[config.mk]
export PLATFORM = sky130hd
export DESIGN_NAME = uart_frame_rx
export DESIGN_NICKNAME = d
export VERILOG_FILES = /design/src/rtl/uart_rx_pkg.sv /design/src/rtl/uart_rx_rst_sync.sv /design/src/rtl/uart_rx_sync.sv /design/src/rtl/uart_rx_engine.sv /design/src/rtl/uart_rx_buf.sv /design/src/rtl/uart_frame_rx.sv
export SDC_FILE = /design/constraint.sdc
export NUM_CORES = 1
export LEC_CHECK = 0
export ABC_AREA = 1
export BUFFER_PORTS_ARGS = -buffer_cell sky130_fd_sc_hd__buf_2
export CAP_MARGIN = 10
export CORE_ASPECT_RATIO = 0.7
export CORE_MARGIN = 8
export CORE_UTILIZATION = 25
export CTS_BUF_LIST = sky130_fd_sc_hd__clkbuf_4 sky130_fd_sc_hd__clkbuf_8
export DETAILED_ROUTE_END_ITERATION = 16
export HOLD_SLACK_MARGIN = 0.06
export SKIP_LAST_GASP = 1
export SYNTH_ARGS = -nofsm -noshare
export SYNTH_HDL_FRONTEND = slang
export SYNTH_HIERARCHICAL = 1
export SYNTH_SLANG_ARGS = --single-unit
[constraint.sdc]
create_clock -name clk -period 2.3 [get_ports clk]
set_input_delay 0.23 -clock clk [delete_from_list [all_inputs] [get_ports clk]]
set_output_delay 0.23 -clock clk [all_outputs]
set_load 0.03 [all_outputs]
[src/rtl/uart_rx_pkg.sv]
package uart_rx_pkg;

  localparam int unsigned CFG_W    = 16;
  localparam int unsigned WORD_W   = 16;
  localparam int unsigned DATA_MIN = 4;
  localparam int unsigned DATA_MAX = 9;
  localparam int unsigned OSR      = 16;
  localparam int unsigned CNT_W    = $clog2(OSR);
  localparam int unsigned BIDX_W   = $clog2(DATA_MAX + 1);

  // configuration field positions
  localparam int unsigned WID_LSB     = 0;
  localparam int unsigned WID_MSB     = 3;
  localparam int unsigned PAR_ODD_BIT = 8;
  localparam int unsigned PAR_EN_BIT  = 9;
  localparam int unsigned STOP_LO     = 12;
  localparam int unsigned STOP_HI     = 13;

  // extended word flag positions
  localparam int unsigned PERR_BIT = 14;
  localparam int unsigned FERR_BIT = 15;

  typedef enum logic [1:0] {
    STOP_HALF = 2'd0,
    STOP_ONE  = 2'd1,
    STOP_TWO  = 2'd2
  } stop_mode_e;

  typedef enum logic [2:0] {
    RX_IDLE   = 3'd0,
    RX_START  = 3'd1,
    RX_DATA   = 3'd2,
    RX_PARITY = 3'd3,
    RX_STOP   = 3'd4,
    RX_TAIL   = 3'd5
  } rx_state_e;

  typedef struct packed {
    logic [BIDX_W-1:0] nbits;
    logic              par_en;
    logic              par_odd;
    stop_mode_e        stop;
  } frame_cfg_t;

  function automatic frame_cfg_t decode_frame_cfg(input logic [CFG_W-1:0] w);
    frame_cfg_t c;
    logic [4:0] width;
    width = {1'b0, w[WID_MSB:WID_LSB]} + 5'd3;
    if (width < 5'(DATA_MIN)) begin
      width = 5'(DATA_MIN);
    end else if (width > 5'(DATA_MAX)) begin
      width = 5'(DATA_MAX);
    end
    c.nbits   = width[BIDX_W-1:0];
    c.par_en  = w[PAR_EN_BIT];
    c.par_odd = w[PAR_ODD_BIT];
    if (w[STOP_HI]) begin
      c.stop = STOP_TWO;
    end else if (w[STOP_LO]) begin
      c.stop = STOP_ONE;
    end else begin
      c.stop = STOP_HALF;
    end
    return c;
  endfunction

endpackage

[src/rtl/uart_rx_rst_sync.sv]
module uart_rx_rst_sync #(
  parameter int unsigned STAGES = 2
) (
  input  logic clk,
  input  logic rst_n,
  output logic rst_n_sync
);

  logic [STAGES-1:0] chain_q;
  logic [STAGES-1:0] chain_d;

  always_comb begin
    chain_d = {chain_q[STAGES-2:0], 1'b1};
  end

  always_ff @(posedge clk or negedge rst_n) begin
    if (!rst_n) begin
      chain_q <= '0;
    end else begin
      chain_q <= chain_d;
    end
  end

  assign rst_n_sync = chain_q[STAGES-1];

endmodule

[src/rtl/uart_rx_sync.sv]
module uart_rx_sync #(
  parameter int unsigned STAGES = 2
) (
  input  logic clk,
  input  logic rst_n,
  input  logic d_i,
  output logic q_o
);

  logic [STAGES-1:0] sr_q;
  logic [STAGES-1:0] sr_d;

  always_comb begin
    sr_d = {sr_q[STAGES-2:0], d_i};
  end

  always_ff @(posedge clk or negedge rst_n) begin
    if (!rst_n) begin
      sr_q <= '1;
    end else begin
      sr_q <= sr_d;
    end
  end

  assign q_o = sr_q[STAGES-1];

endmodule

[src/rtl/uart_rx_engine.sv]
module uart_rx_engine
  import uart_rx_pkg::*;
(
  input  logic              clk,
  input  logic              rst_n,
  input  logic              en_i,
  input  logic              tick_i,
  input  logic              rxd_i,
  input  logic [CFG_W-1:0]  cfg_i,
  output logic              push_o,
  output logic [WORD_W-1:0] word_o
);

  localparam logic [CNT_W-1:0] MID_LAST  = CNT_W'(OSR / 2 - 1);
  localparam logic [CNT_W-1:0] FULL_LAST = CNT_W'(OSR - 1);
  localparam logic [CNT_W-1:0] HALF_LAST = CNT_W'(OSR / 2 + OSR / 4 - 1);

  rx_state_e           state_q, state_d;
  logic [CNT_W-1:0]    cnt_q, cnt_d;
  logic [BIDX_W-1:0]   bidx_q, bidx_d;
  logic [DATA_MAX-1:0] data_q, data_d;
  logic                acc_q, acc_d;
  logic                perr_q, perr_d;
  frame_cfg_t          cfg_q, cfg_d;
  logic                push_q, push_d;
  logic [WORD_W-1:0]   word_q, word_d;
  logic [CNT_W-1:0]    stop_last;
  logic [BIDX_W-1:0]   last_bit;

  always_comb begin
    stop_last = (cfg_q.stop == STOP_HALF) ? HALF_LAST : FULL_LAST;
    last_bit  = cfg_q.nbits - 1'b1;
  end

  always_comb begin
    state_d = state_q;
    cnt_d   = cnt_q;
    bidx_d  = bidx_q;
    data_d  = data_q;
    acc_d   = acc_q;
    perr_d  = perr_q;
    cfg_d   = cfg_q;
    push_d  = 1'b0;
    word_d  = word_q;
    case (state_q)
      RX_IDLE: begin
        if (tick_i && en_i && !rxd_i) begin
          state_d = RX_START;
          cnt_d   = '0;
          cfg_d   = decode_frame_cfg(cfg_i);
        end
      end
      RX_START: begin
        if (tick_i) begin
          if (cnt_q == MID_LAST) begin
            if (!rxd_i) begin
              state_d = RX_DATA;
              cnt_d   = '0;
              bidx_d  = '0;
              data_d  = '0;
              acc_d   = 1'b0;
              perr_d  = 1'b0;
            end else begin
              state_d = RX_IDLE;
            end
          end else begin
            cnt_d = cnt_q + 1'b1;
          end
        end
      end
      RX_DATA: begin
        if (tick_i) begin
          if (cnt_q == FULL_LAST) begin
            data_d[bidx_q] = rxd_i;
            acc_d          = acc_q ^ rxd_i;
            cnt_d          = '0;
            bidx_d         = bidx_q + 1'b1;
            if (bidx_q == last_bit) begin
              state_d = cfg_q.par_en ? RX_PARITY : RX_STOP;
            end
          end else begin
            cnt_d = cnt_q + 1'b1;
          end
        end
      end
      RX_PARITY: begin
        if (tick_i) begin
          if (cnt_q == FULL_LAST) begin
            perr_d  = acc_q ^ rxd_i ^ cfg_q.par_odd;
            cnt_d   = '0;
            state_d = RX_STOP;
          end else begin
            cnt_d = cnt_q + 1'b1;
          end
        end
      end
      RX_STOP: begin
        if (tick_i) begin
          if (cnt_q == stop_last) begin
            push_d                   = 1'b1;
            word_d                   = '0;
            word_d[DATA_MAX-1:0]     = data_q;
            word_d[PERR_BIT]         = perr_q;
            word_d[FERR_BIT]         = !rxd_i;
            cnt_d                    = '0;
            state_d = (cfg_q.stop == STOP_TWO) ? RX_TAIL : RX_IDLE;
          end else begin
            cnt_d = cnt_q + 1'b1;
          end
        end
      end
      RX_TAIL: begin
        if (tick_i) begin
          if (cnt_q == FULL_LAST) begin
            state_d = RX_IDLE;
          end else begin
            cnt_d = cnt_q + 1'b1;
          end
        end
      end
      default: begin
        state_d = RX_IDLE;
      end
    endcase
  end

  always_ff @(posedge clk or negedge rst_n) begin
    if (!rst_n) begin
      state_q <= RX_IDLE;
      cnt_q   <= '0;
      bidx_q  <= '0;
      data_q  <= '0;
      acc_q   <= 1'b0;
      perr_q  <= 1'b0;
      cfg_q   <= '0;
      push_q  <= 1'b0;
      word_q  <= '0;
    end else begin
      state_q <= state_d;
      cnt_q   <= cnt_d;
      bidx_q  <= bidx_d;
      data_q  <= data_d;
      acc_q   <= acc_d;
      perr_q  <= perr_d;
      cfg_q   <= cfg_d;
      push_q  <= push_d;
      word_q  <= word_d;
    end
  end

  assign push_o = push_q;
  assign word_o = word_q;

endmodule

[src/rtl/uart_rx_buf.sv]
module uart_rx_buf #(
  parameter int unsigned DEPTH  = 2,
  parameter int unsigned WIDTH  = 16,
  parameter int unsigned FILL_W = $clog2(DEPTH + 1)
) (
  input  logic              clk,
  input  logic              rst_n,
  input  logic              push_i,
  input  logic [WIDTH-1:0]  din_i,
  input  logic              pop_i,
  output logic [WIDTH-1:0]  head_o,
  output logic [FILL_W-1:0] fill_o,
  output logic              ovf_o
);

  localparam int unsigned PTR_W = (DEPTH > 1) ? $clog2(DEPTH) : 1;

  logic [WIDTH-1:0]  mem_q [DEPTH];
  logic [PTR_W-1:0]  wr_ptr_q, wr_ptr_d;
  logic [PTR_W-1:0]  rd_ptr_q, rd_ptr_d;
  logic [FILL_W-1:0] fill_q, fill_d;
  logic              ovf_q, ovf_d;
  logic              full, empty, do_push, do_pop;

  function automatic logic [PTR_W-1:0] ptr_next(input logic [PTR_W-1:0] p);
    return (p == PTR_W'(DEPTH - 1)) ? '0 : p + 1'b1;
  endfunction

  always_comb begin
    full     = (fill_q == FILL_W'(DEPTH));
    empty    = (fill_q == '0);
    do_pop   = pop_i && !empty;
    do_push  = push_i && (!full || do_pop);
    ovf_d    = push_i && full && !do_pop;
    wr_ptr_d = do_push ? ptr_next(wr_ptr_q) : wr_ptr_q;
    rd_ptr_d = do_pop ? ptr_next(rd_ptr_q) : rd_ptr_q;
    fill_d   = fill_q + FILL_W'(do_push) - FILL_W'(do_pop);
  end

  for (genvar i = 0; i < DEPTH; i++) begin : g_entry
    always_ff @(posedge clk or negedge rst_n) begin
      if (!rst_n) begin
        mem_q[i] <= '0;
      end else if (do_push && (wr_ptr_q == PTR_W'(i))) begin
        mem_q[i] <= din_i;
      end
    end
  end

  always_ff @(posedge clk or negedge rst_n) begin
    if (!rst_n) begin
      wr_ptr_q <= '0;
      rd_ptr_q <= '0;
      fill_q   <= '0;
      ovf_q    <= 1'b0;
    end else begin
      wr_ptr_q <= wr_ptr_d;
      rd_ptr_q <= rd_ptr_d;
      fill_q   <= fill_d;
      ovf_q    <= ovf_d;
    end
  end

  assign head_o = mem_q[rd_ptr_q];
  assign fill_o = fill_q;
  assign ovf_o  = ovf_q;

endmodule

[src/rtl/uart_frame_rx.sv]
module uart_frame_rx
  import uart_rx_pkg::*;
#(
  parameter int unsigned BUF_DEPTH   = 2,
  parameter int unsigned SYNC_STAGES = 2
) (
  input  logic              clk,
  input  logic              rst_n,
  input  logic              rx_enable,
  input  logic [CFG_W-1:0]  frame_cfg,
  input  logic              os_tick,
  input  logic              rxd,
  input  logic              rd_pop,
  output logic [WORD_W-1:0] rx_word,
  output logic              rx_valid,
  output logic              rx_overflow
);

  localparam int unsigned FILL_W = $clog2(BUF_DEPTH + 1);

  logic              rst_n_int;
  logic              rxd_s;
  logic              eng_push;
  logic [WORD_W-1:0] eng_word;
  logic [FILL_W-1:0] buf_fill;

  uart_rx_rst_sync #(.STAGES(SYNC_STAGES)) u_rst (
    .clk        (clk),
    .rst_n      (rst_n),
    .rst_n_sync (rst_n_int)
  );

  uart_rx_sync #(.STAGES(SYNC_STAGES)) u_sync (
    .clk   (clk),
    .rst_n (rst_n_int),
    .d_i   (rxd),
    .q_o   (rxd_s)
  );

  uart_rx_engine u_eng (
    .clk    (clk),
    .rst_n  (rst_n_int),
    .en_i   (rx_enable),
    .tick_i (os_tick),
    .rxd_i  (rxd_s),
    .cfg_i  (frame_cfg),
    .push_o (eng_push),
    .word_o (eng_word)
  );

  uart_rx_buf #(
    .DEPTH  (BUF_DEPTH),
    .WIDTH  (WORD_W),
    .FILL_W (FILL_W)
  ) u_buf (
    .clk    (clk),
    .rst_n  (rst_n_int),
    .push_i (eng_push),
    .din_i  (eng_word),
    .pop_i  (rd_pop),
    .head_o (rx_word),
    .fill_o (buf_fill),
    .ovf_o  (rx_overflow)
  );

  assign rx_valid = (buf_fill != '0);

endmodule

==> results.md, run 1 <==
* Status: finished clean
* Tot Pwr at 4.79 mW
* TritonRoute pass-1 iters at 4
* Worst path top cell family by delay: simple AND/OR/NAND/NOR gates
* GPL Wtd Cong at 0.814
* Number of max-cap violations at 0
* Cell Area, Synth at 0.00451 sq mm
* Pwr dens at 941 mW/mm^2
* Pin count of the biggest net entering global routing at 45
* GRT Total Usage at 0.0931
* Leakage dissipation at 2.62 nW
* Worst-skew pair later-pin latency at 0.36 ns
* Most common cell after layout, fill and taps aside: nand2_1
* Worst R2R Path Depth at 11
* DRC errors left at 0
* Hold Worst Slack at 0.0765 ns
* # hold bufs at CTS at 3
* Req. time, crit path at 2.54 ns
* Max Slew Vio Count at 0
* IO Port Bufs at 31
* Die height at 128 microns
* Xor/xnor cell area share of the yosys netlist at 0.0175
* Post-DR wirelength/cell at 11.5 microns
* Half-perimeter wire length after placement at 6920 microns
* Clk_skew at 0.00738 ns
* RSZ-0062 raised after global routing: false
* Routed via count at 3617
* PostCTS Resize Cnt at 0
* Global-route wire length before repair at 17500 microns
* CTS Sinks at 83
* VDD IR max at 523 uV
* Gate Count Post-Synth at 582
* Synth-to-Final Area Change at 12.7%
* # IOs at 40
* Row cnt at 41
* Clock transition at path regs at 0.08 ns
* CP Capture Type: flop
* Min Tclk post-route at 1.84 ns
* Slew HR at 0.653
* Critical path class: reg -> reg
* H-tree Lvls at 3
* Worst path max stage delay at 0.39 ns
* Vias in the first global route at 3650
* Main combinational cell family by area after synthesis: simple AND/OR/NAND/NOR gates
* Detail Route Antenna Nets at 0
* Core area at 0.0179 sq mm
* CP startpoint kind: flop
* Initial DRC count at 192
* Crit share post-route at 0.799
* Post-Synth Adder-Cell Area at 0.0277
* Initial antenna violation count at 0
* Final WL at 9830 microns
* Clock root buffer: clkbuf_8
* Hold Vio Cnt, Final at 0
* Crit path buffers/inverters at 2
* Critical path cell sequence: ha_1, nand2_2, nor2_1, nor2_1, inv_1, nand2_1, nor2_2, buf_4, nand3_1, nand2_1, o21ai_1
* Antenna diodes at 0
* Compound-Gate Fraction of Synth Area at 0.0618
* Clock buffer depth at 2
* Dpl cell area at 0.00489 sq mm
* Fill cells at 1981
* Setup bufs post-CTS at 0
* Hold Path Stages at 3
* Full die area at 0.0227 sq mm
* Post-synth EDFFs at 0
* Top_reg_cell synth: dfrtp_1
* CTS tree: yes
* Slew @ Worst Pin at 0.521 ns
* Mux contribution to synthesized area at 0
* Vias/cell at 4.24
* GRT Residual Overflow at 0
* Post-synthesis async set-or-reset flop share at 1.00
* R2r setup slk at 0.46 ns
* Yosys warnings at 6
* Num CTS Buffers at 9
* Crit. path cell count at 11
* Synth Register Bits at 83
* Worst setup margin at 0.462 ns
* Die Span X at 177 microns
* Yosys cell types at 35
* Aggregate negative setup slack at 0 ns
* Design Area, Final at 0.00509 sq mm
* Simple-gate share of the synthesized area at 0.335
* Post-Syn Area per Cell at 7.76 sq um
* Initial core utilization at 0.253
* Slowest CP cell: dfrtp_1
* Critical path arrival at 2.08 ns
* Register area share after synthesis at 0.461
* Final net count at 645
* Worst-path fanout max at 7
* Pre-CTS WS at 0.487 ns
* Final setup vio count at 0
* Most frequent cells in the layout: nand2_1, dfrtp_1, inv_1
* FMAX at 544 MHz
* Share of cells above drive strength 1 at 0.131
* Hold Path Class: in -> reg
[registers in the layout (all words and copies together), names as in the netlist, 2 cells and up]
signal / cells
u_eng/bidx_q: 4
u_buf/fill_o: 2
u_eng/word_o: 11
u_eng/cnt_q: 4
u_eng/data_q: 9
u_eng/state_q: 3
u_buf/mem_q: 32
u_sync/sr_q: 2
u_eng/cfg_q: 8
u_rst/chain_q: 2
[layout make-up]
type / count / area (sq um) / area share
clock inverter: 6 / 40.0 / 0.00787
inverter: 64 / 245 / 0.0482
clock buffer: 10 / 131 / 0.0258
multi-input combinational: 411 / 2020 / 0.397
tap: 236 / 295 / 0.0580
sequential: 83 / 2080 / 0.409
timing repair buffer: 44 / 273 / 0.0536
[Yosys cell counts, drive strengths merged, types with 2 or more instances]
cell / n / area, sq um
o21ai: 43 / 215
dfstp: 2 / 52.6
nand3: 36 / 228
nand4: 44 / 275
nand3b: 3 / 22.5
xor2: 6 / 52.6
ha: 10 / 125
inv: 64 / 245
dfrtp: 81 / 2030
buf: 27 / 181
conb: 2 / 7.51
nor3: 2 / 21.3
a21oi: 7 / 35.0
nand2: 213 / 822
xnor2: 3 / 26.3
nor2: 33 / 139
[worst min-delay path, delay by kind of cell]
kind,cells,cell delay [ns]
AND/OR/NAND/NOR,2,0.09
buffers and inverters,1,0.07
[stage by stage]
stage / std cells / util
floorplan: 586 / -
global placement: 835 / 0.274
detailed placement: 835 / 0.274
CTS: 854 / 0.285
global route: 854 / 0.285
finish: 854 / 0.285
[per-layer routing]
| metal | track usage | vias to the layer above | share of wire |
|---|---|---|---|
| li1 | - | 1925 | - |
| met1 | 0.133 | 1621 | 0.55 |
| met2 | 0.135 | 62 | 0.39 |
| met3 | 0.0284 | 9 | 0.052 |
| met4 | 0.0212 | 0 | 0.0070 |
| met5 | 0 | - | 0 |
[power breakdown]
group | switching (mW) | internal [mW]
Combinational | 1.28 | 0.626
Clock | 0.540 | 0.404
Sequential | 0.269 | 1.67
Total | 2.09 | 2.70
[logic make-up after synthesis]
kind of cell,Yosys count
AND/OR/NAND/NOR,332
AO/OA/AOI/OAI,54
XOR/XNOR,9
adder cells (fa/ha/maj),10
other,2
flip-flops,83
buffers and inverters,92
[final timing paths]
check	from	end
setup / recovery	u_eng/cnt_q[0]	u_eng/data_q[5]
hold / removal	frame_cfg[9]	u_eng/cfg_q[3]
setup reg to reg	u_eng/cnt_q[0]	u_eng/data_q[5]
hold reg to reg	u_rst/chain_q[1]	u_eng/word_o[3]
max in group asynchronous	u_rst/chain_q[1]	u_buf/mem_q[8]
min in group asynchronous	rst_n	u_rst/chain_q[1]
Note: power is estimated with default switching activity, not from simulation.
==> run 2, diff against run 1 <==
clock period = 1.8 ns   (was 2.3 ns; I/O delays follow)
==> run 2 against run 1 <==
Compared with the run above: worst hold slack barely moved; flip-flop and latch count did not move; utilization rose by 1.0 points; clock skew rose by 0.0062 ns; sequential share of layout area fell by 1.4 points; global-route usage fell by 0.23 points; non-clock buffer count rose by 17; register-to-register slack got worse by 0.29 ns; cell count rose by 2.0%; worst setup slack got worse by 0.29 ns.
==> results.md, run 2 (synthesis gave the netlist of run 1 again) <==
* Die height at 128 microns
* Fin util at 0.295
* Min Tclk post-route at 1.63 ns
* Clock transition at path regs at 0.09 ns
* Full die area at 0.0227 sq mm
* Worst Setup EP: u_eng/data_q[5]
* Req. time, crit path at 2.04 ns
* Critical path arrival at 1.87 ns
* Hold Worst Slack at 0.0760 ns
* Status: finished clean
* Synth-to-Final Area Change at 16.8%
* CTS tree: yes
* Hold Vio Cnt, Final at 0
* Number of max-cap violations at 0
* Num CTS Buffers at 9
* Critical path class: reg -> reg
* Hold Path Class: in -> reg
* CP startpoint kind: flop
* H-tree Lvls at 3
* Crit-path most repeated cell: nand2_1
* Final net count at 662
* Slowest CP cell: dfrtp_1
* DRC errors left at 0
* Final setup vio count at 0
* FF-to-FF Start: u_eng/cnt_q[0]
* Routed via count at 3721
* Share of cells above drive strength 1 at 0.161
* Critical path cell sequence: ha_2, nand2_2, nor2_2, nor2_1, inv_1, nand2_1, nor2_4, buf_6, nand3_1, nand2_1, o21ai_1
* Vias/cell at 4.27
* Max Slew Vio Count at 0
* Most common cell after layout, fill and taps aside: nand2_1
* Initial core utilization at 0.253
* Die Span X at 177 microns
* Initial antenna violation count at 0
* HP Start: frame_cfg[13]
* Worst R2R Path Depth at 11
* GRT Residual Overflow at 0
* GPL Wtd Cong at 0.843
* Clock root buffer: clkbuf_8
* Half-perimeter wire length after placement at 7100 microns
* Worst-skew pair later-pin latency at 0.36 ns
* Aggregate negative setup slack at 0 ns
* Worst-path fanout max at 9
* Crit share post-route at 0.904
* VDD IR max at 643 uV
* TritonRoute pass-1 iters at 5
* Detail Route Antenna Nets at 0
* Reg2Reg Capture Point: u_eng/data_q[5]
* Post-DR wirelength/cell at 11.3 microns
* GRT Total Usage at 0.0909
* Pwr dens at 1200 mW/mm^2
* Final WL at 9820 microns
* R2r setup slk at 0.17 ns
* # IOs at 40
* CTS Sinks at 83
* Vias in the first global route at 3538
* Leakage dissipation at 2.71 nW
* Antenna diodes at 0
* Worst setup startpoint: u_eng/cnt_q[0]
* Worst path max stage delay at 0.39 ns
* Core area at 0.0179 sq mm
* Clock buffer depth at 2
* Top reg by flops: u_buf/mem_q
* Pin count of the biggest net entering global routing at 32
* Initial DRC count at 215
* Number of flip-flops under the largest register name at 32
* Clk_skew at 0.0136 ns
* FMAX at 614 MHz
* Most frequent cells in the layout: nand2_1, dfrtp_1, inv_1
* CP Capture Type: flop
* Row cnt at 41
* Global-route wire length before repair at 17200 microns
* IO Port Bufs at 31
==> run 2: changes by cell type in the layout (fill, tap and decap cells not counted), sizes merged <==
cell         delta
inv             +2
clkinv          -3
dlygate4sd3     +2
buf            +15
clkinvlp        +1
==> run 2: final cells by class <==
class,instances,area [sq um]
Clock inverter,6,48.8
Multi-Input combinational cell,411,2030
Clock buffer,10,131
Sequential cell,83,2080
Timing Repair Buffer,61,434
Fill cell,1977,12600
Inverter,64,245
Tap cell,236,295
==> run 2: layer usage <==
layer,vias to the layer above,GRT usage,part of all wire
met2,58,0.129,0.39
met1,1696,0.133,0.55
met5,-,0,0
met4,0,0.0192,0.0042
li1,1963,-,-
met3,4,0.0260,0.051
==> run 2: per-stage QoR <==
step	setup slack [ns]	area, sq um	std cells	power (mW)
after CTS	0.0692	5240	869	6.36
after global routing	-0.0141	5270	871	6.91
final	0.172	5270	871	6.34
after detailed placement	0.109	5010	848	5.05
after floorplan	0.310	4530	586	4.42
after global placement	0.129	5010	848	5.03
==> run 2: repair_timing <==
action	CTS	global route
hold buffers	5	0
resized for setup	0	9
hold endpoints to repair	6	0
setup buffers	0	2
setup endpoints to repair	0	21
==> run 2: critical path, delay by kind of cell (launching register included) <==
family / cells / cell delay (ns)
compound gates: 1 / 0.06
fa+ha+maj: 1 / 0.22
flops: 1 / 0.39
simple gates: 7 / 0.64
buf+inv: 2 / 0.22
==> run 2: report_power, final <==
part | switching [mW] | internal, mW | total [mW] | leakage (nW)
combinational | 1.73 | 0.926 | 2.66 | 1.55
clock | 0.723 | 0.534 | 1.26 | 0.0886
sequential | 0.292 | 2.13 | 2.43 | 1.07
==> run 2: worst min path at each step <==
| stage | cells past startpoint | end |
|---|---|---|
| 2_1_floorplan | 0 | u_rst/chain_q[0] |
| 3_3_place_gp | 1 | u_rst/chain_q[0] |
| 6_report | 3 | u_eng/cfg_q[1] |
| 5_1_grt | 3 | u_eng/cfg_q[1] |
| 4_1_cts | 3 | u_eng/cfg_q[1] |
| 3_5_place_dp | 1 | u_rst/chain_q[0] |
==> run 3, diff against run 2 <==
ABC_AREA = 0   (was 1)
CORE_UTILIZATION = 33   (was 25)
==> run 3 against run 2 <==
Compared with the run above: the flow now finishes with violations (negative setup slack); combinational power fell by 21%; utilization rose by 14 points; non-clock buffer count rose by 23; fmax fell by 14%; synthesized cell count fell by 38%; global-route usage rose by 2.1 points; clock skew barely moved; sequential power fell by 8%; via count fell by 20%; worst setup slack got worse by 0.26 ns; largest power group is now sequential cells.
==> results.md, run 3 <==
* Status: complete, but fails checks
* Failing checks: negative setup slack
* Register area share after synthesis at 0.486
* WL met1 at 4570 microns
* Number of flip-flops under the largest register name at 32
* Compound-Gate Fraction of Synth Area at 0.118
* Antenna diodes at 0
* H-tree Lvls at 3
* Fin cells at 608
* Worst-path fanout max at 3
* IO Port Bufs at 31
* Yosys warnings at 6
* Number of max-cap violations at 0
* Slowest CP cell: dfstp_2
* GPL Wtd Cong at 0.785
* Xor/xnor cell area share of the yosys netlist at 0.0287
* Synth Register Bits at 83
* Top reg by flops: u_buf/mem_q
* Critical path arrival at 2.13 ns
* Post-synth EDFFs at 0
* Leakage dissipation at 2.52 nW
* Req. time, crit path at 2.05 ns
* Post-DR wirelength/cell at 15.3 microns
* Share of cells above drive strength 1 at 0.448
* Initial core utilization at 0.341
* Crit share post-route at 1.05
* Die height at 111 microns
* Yosys top cell by area: dfrtp_1
* Clock buffer depth at 2
* Top_reg_cell synth: dfrtp_1
* Area share of the largest cell type after synthesis at 0.474
* Synth-to-Final Area Change at 26.5%
* Full die area at 0.0169 sq mm
* TritonRoute pass-1 iters at 4
* Routed via count at 2993
* Synth top area cells: dfrtp_1, mux2_2, mux2_4
* Vias in the first global route at 3035
* CTS Sinks at 83
* Dpl cells at 577
* Tot Pwr at 5.82 mW
* Min Tclk post-route at 1.88 ns
* R2r setup slk at -0.08 ns
* Mux contribution to synthesized area at 0.188
* Dpl cell area at 0.00490 sq mm
* Initial DRC count at 214
* Most common cell after layout, fill and taps aside: dfrtp_1
* Pre-CTS WS at -0.0360 ns
* VDD IR max at 624 uV
* Pin count of the biggest net entering global routing at 49
* Critical path cell sequence: and2b_1, o31a_1, o221ai_1, nor4_2, buf_4, mux2_2
* GRT Total Usage at 0.112
* Crit path buffers/inverters at 1
* Die Span X at 152 microns
* Worst path max stage delay at 0.56 ns
* Detail Route Antenna Nets at 0
* Final WL at 9270 microns
* Top routing layer used: met4
* Worst path top cell family by delay: flip-flops
* Final net count at 473
* Main combinational cell family by area after synthesis: multiplexers
* Hold Path Class: in -> async
* Most frequent cell after synthesis: dfrtp_1
* Clk_skew at 0.0132 ns
* Cell Area, Synth at 0.00428 sq mm
* Post-Synth Adder-Cell Area at 0.0292
* CP Capture Type: flop
* Design Area, Final at 0.00542 sq mm
* Row cnt at 34
* Gate Count Post-Synth at 359
* GRT Residual Overflow at 0
* Top cells by count, synth: dfrtp_1, mux2_2, o21ai_0
* Core area at 0.0125 sq mm
* RSZ-0062 raised after global routing: true
* Initial antenna violation count at 0
* Half-perimeter wire length after placement at 6300 microns
* CP startpoint kind: flop
* Pwr dens at 1070 mW/mm^2
* CTS tree: yes
* Clock transition at path regs at 0.09 ns
* Max Slew Vio Count at 0
* Simple-gate share of the synthesized area at 0.106
* FMAX at 531 MHz
* Most frequent cells in the layout: dfrtp_1, buf_4, mux2_2
* Post-synthesis async set-or-reset flop share at 1.00
* Metal3 WL at 277 microns
* Vias/cell at 4.92
* Global-route wire length before repair at 15400 microns
* Worst-skew pair later-pin latency at 0.37 ns
* Post-Syn Area per Cell at 11.9 sq um
* Critical path class: reg -> reg
* Yosys cell types at 59
* Worst setup margin at -0.0831 ns
* Final setup vio count at 24
* Met2 routed WL at 4260 microns
* Hold Vio Cnt, Final at 0
* # IOs at 40
* Clock root buffer: clkbuf_8
* DRC errors left at 0
* Num CTS Buffers at 9
-- run 3: cell count changes after synthesis, moves of 23 or more --
cell     previous run  this run
inv_1              59        17
mux2_2              0        42
nand2_1           208        22
nand3_1            31         7
nand4_1            44         2
nor2_1             29         6
-- run 3: final timing paths --
check | from | to | depth (start not counted)
setup / recovery | u_sync/sr_q[1] | u_eng/state_q[2] | 6
hold / removal | rst_n | u_rst/chain_q[1] | 2
setup reg to reg | u_sync/sr_q[1] | u_eng/state_q[2] | 6
hold reg to reg | u_rst/chain_q[1] | u_buf/mem_q[10] | 0
max in group asynchronous | u_rst/chain_q[1] | u_sync/sr_q[0] | 1
min in group clk | frame_cfg[0] | u_eng/cfg_q[4] | 3
-- run 3: cell type report --
class                   count  area, sq um
fillers                  1127         7130
multi-input cells         246         2190
clock buffers              11          139
clock inverters             5         78.8
repair buffers             84          659
flip-flops and latches     83         2090
well taps                 162          203
inverters                  17         63.8
-- run 3: layer usage --
metal,GRT usage,up-vias
li1,-,1444
met1,0.148,1492
met2,0.172,45
met3,0.0304,12
met4,0.0418,0
met5,0,-
-- run 3: power by group --
group / switching (mW) / internal, mW / leakage, nW / total [mW]
Clock: 0.665 / 0.810 / 0.114 / 1.48
Combinational: 1.05 / 1.06 / 1.31 / 2.11
Sequential: 0.164 / 2.06 / 1.09 / 2.23
-- run 3: cell families (layout without fill, tap and decap cells) --
| family | Yosys count | after routing |
|---|---|---|
| flops | 83 | 83 |
| compound gates | 80 | 81 |
| xor+xnor | 14 | 14 |
| buf+inv | 35 | 117 |
| fa+ha+maj | 10 | 10 |
| simple gates | 70 | 70 |
| other cells | 2 | 6 |
| mux | 65 | 65 |
-- run 3: what timing repair did --
item,CTS,global route
resized for setup,8,41
pin swaps,2,12
setup endpoints to repair,27,41
setup buffers,2,5
hold buffers,6,0
gates cloned,1,1
hold endpoints to repair,7,0
-- run 3: stage by stage --
| step | hold slack [ns] | setup TNS, ns | utilization |
|---|---|---|---|
| floorplan | -0.116 | -0.0653 | - |
| global placement | -0.0326 | -0.134 | 0.390 |
| detailed placement | -0.0310 | -0.148 | 0.390 |
| CTS | 0.0863 | -0.348 | 0.417 |
| global route | 0.0998 | -2.53 | 0.432 |
| finish | 0.122 | -0.856 | 0.432 |
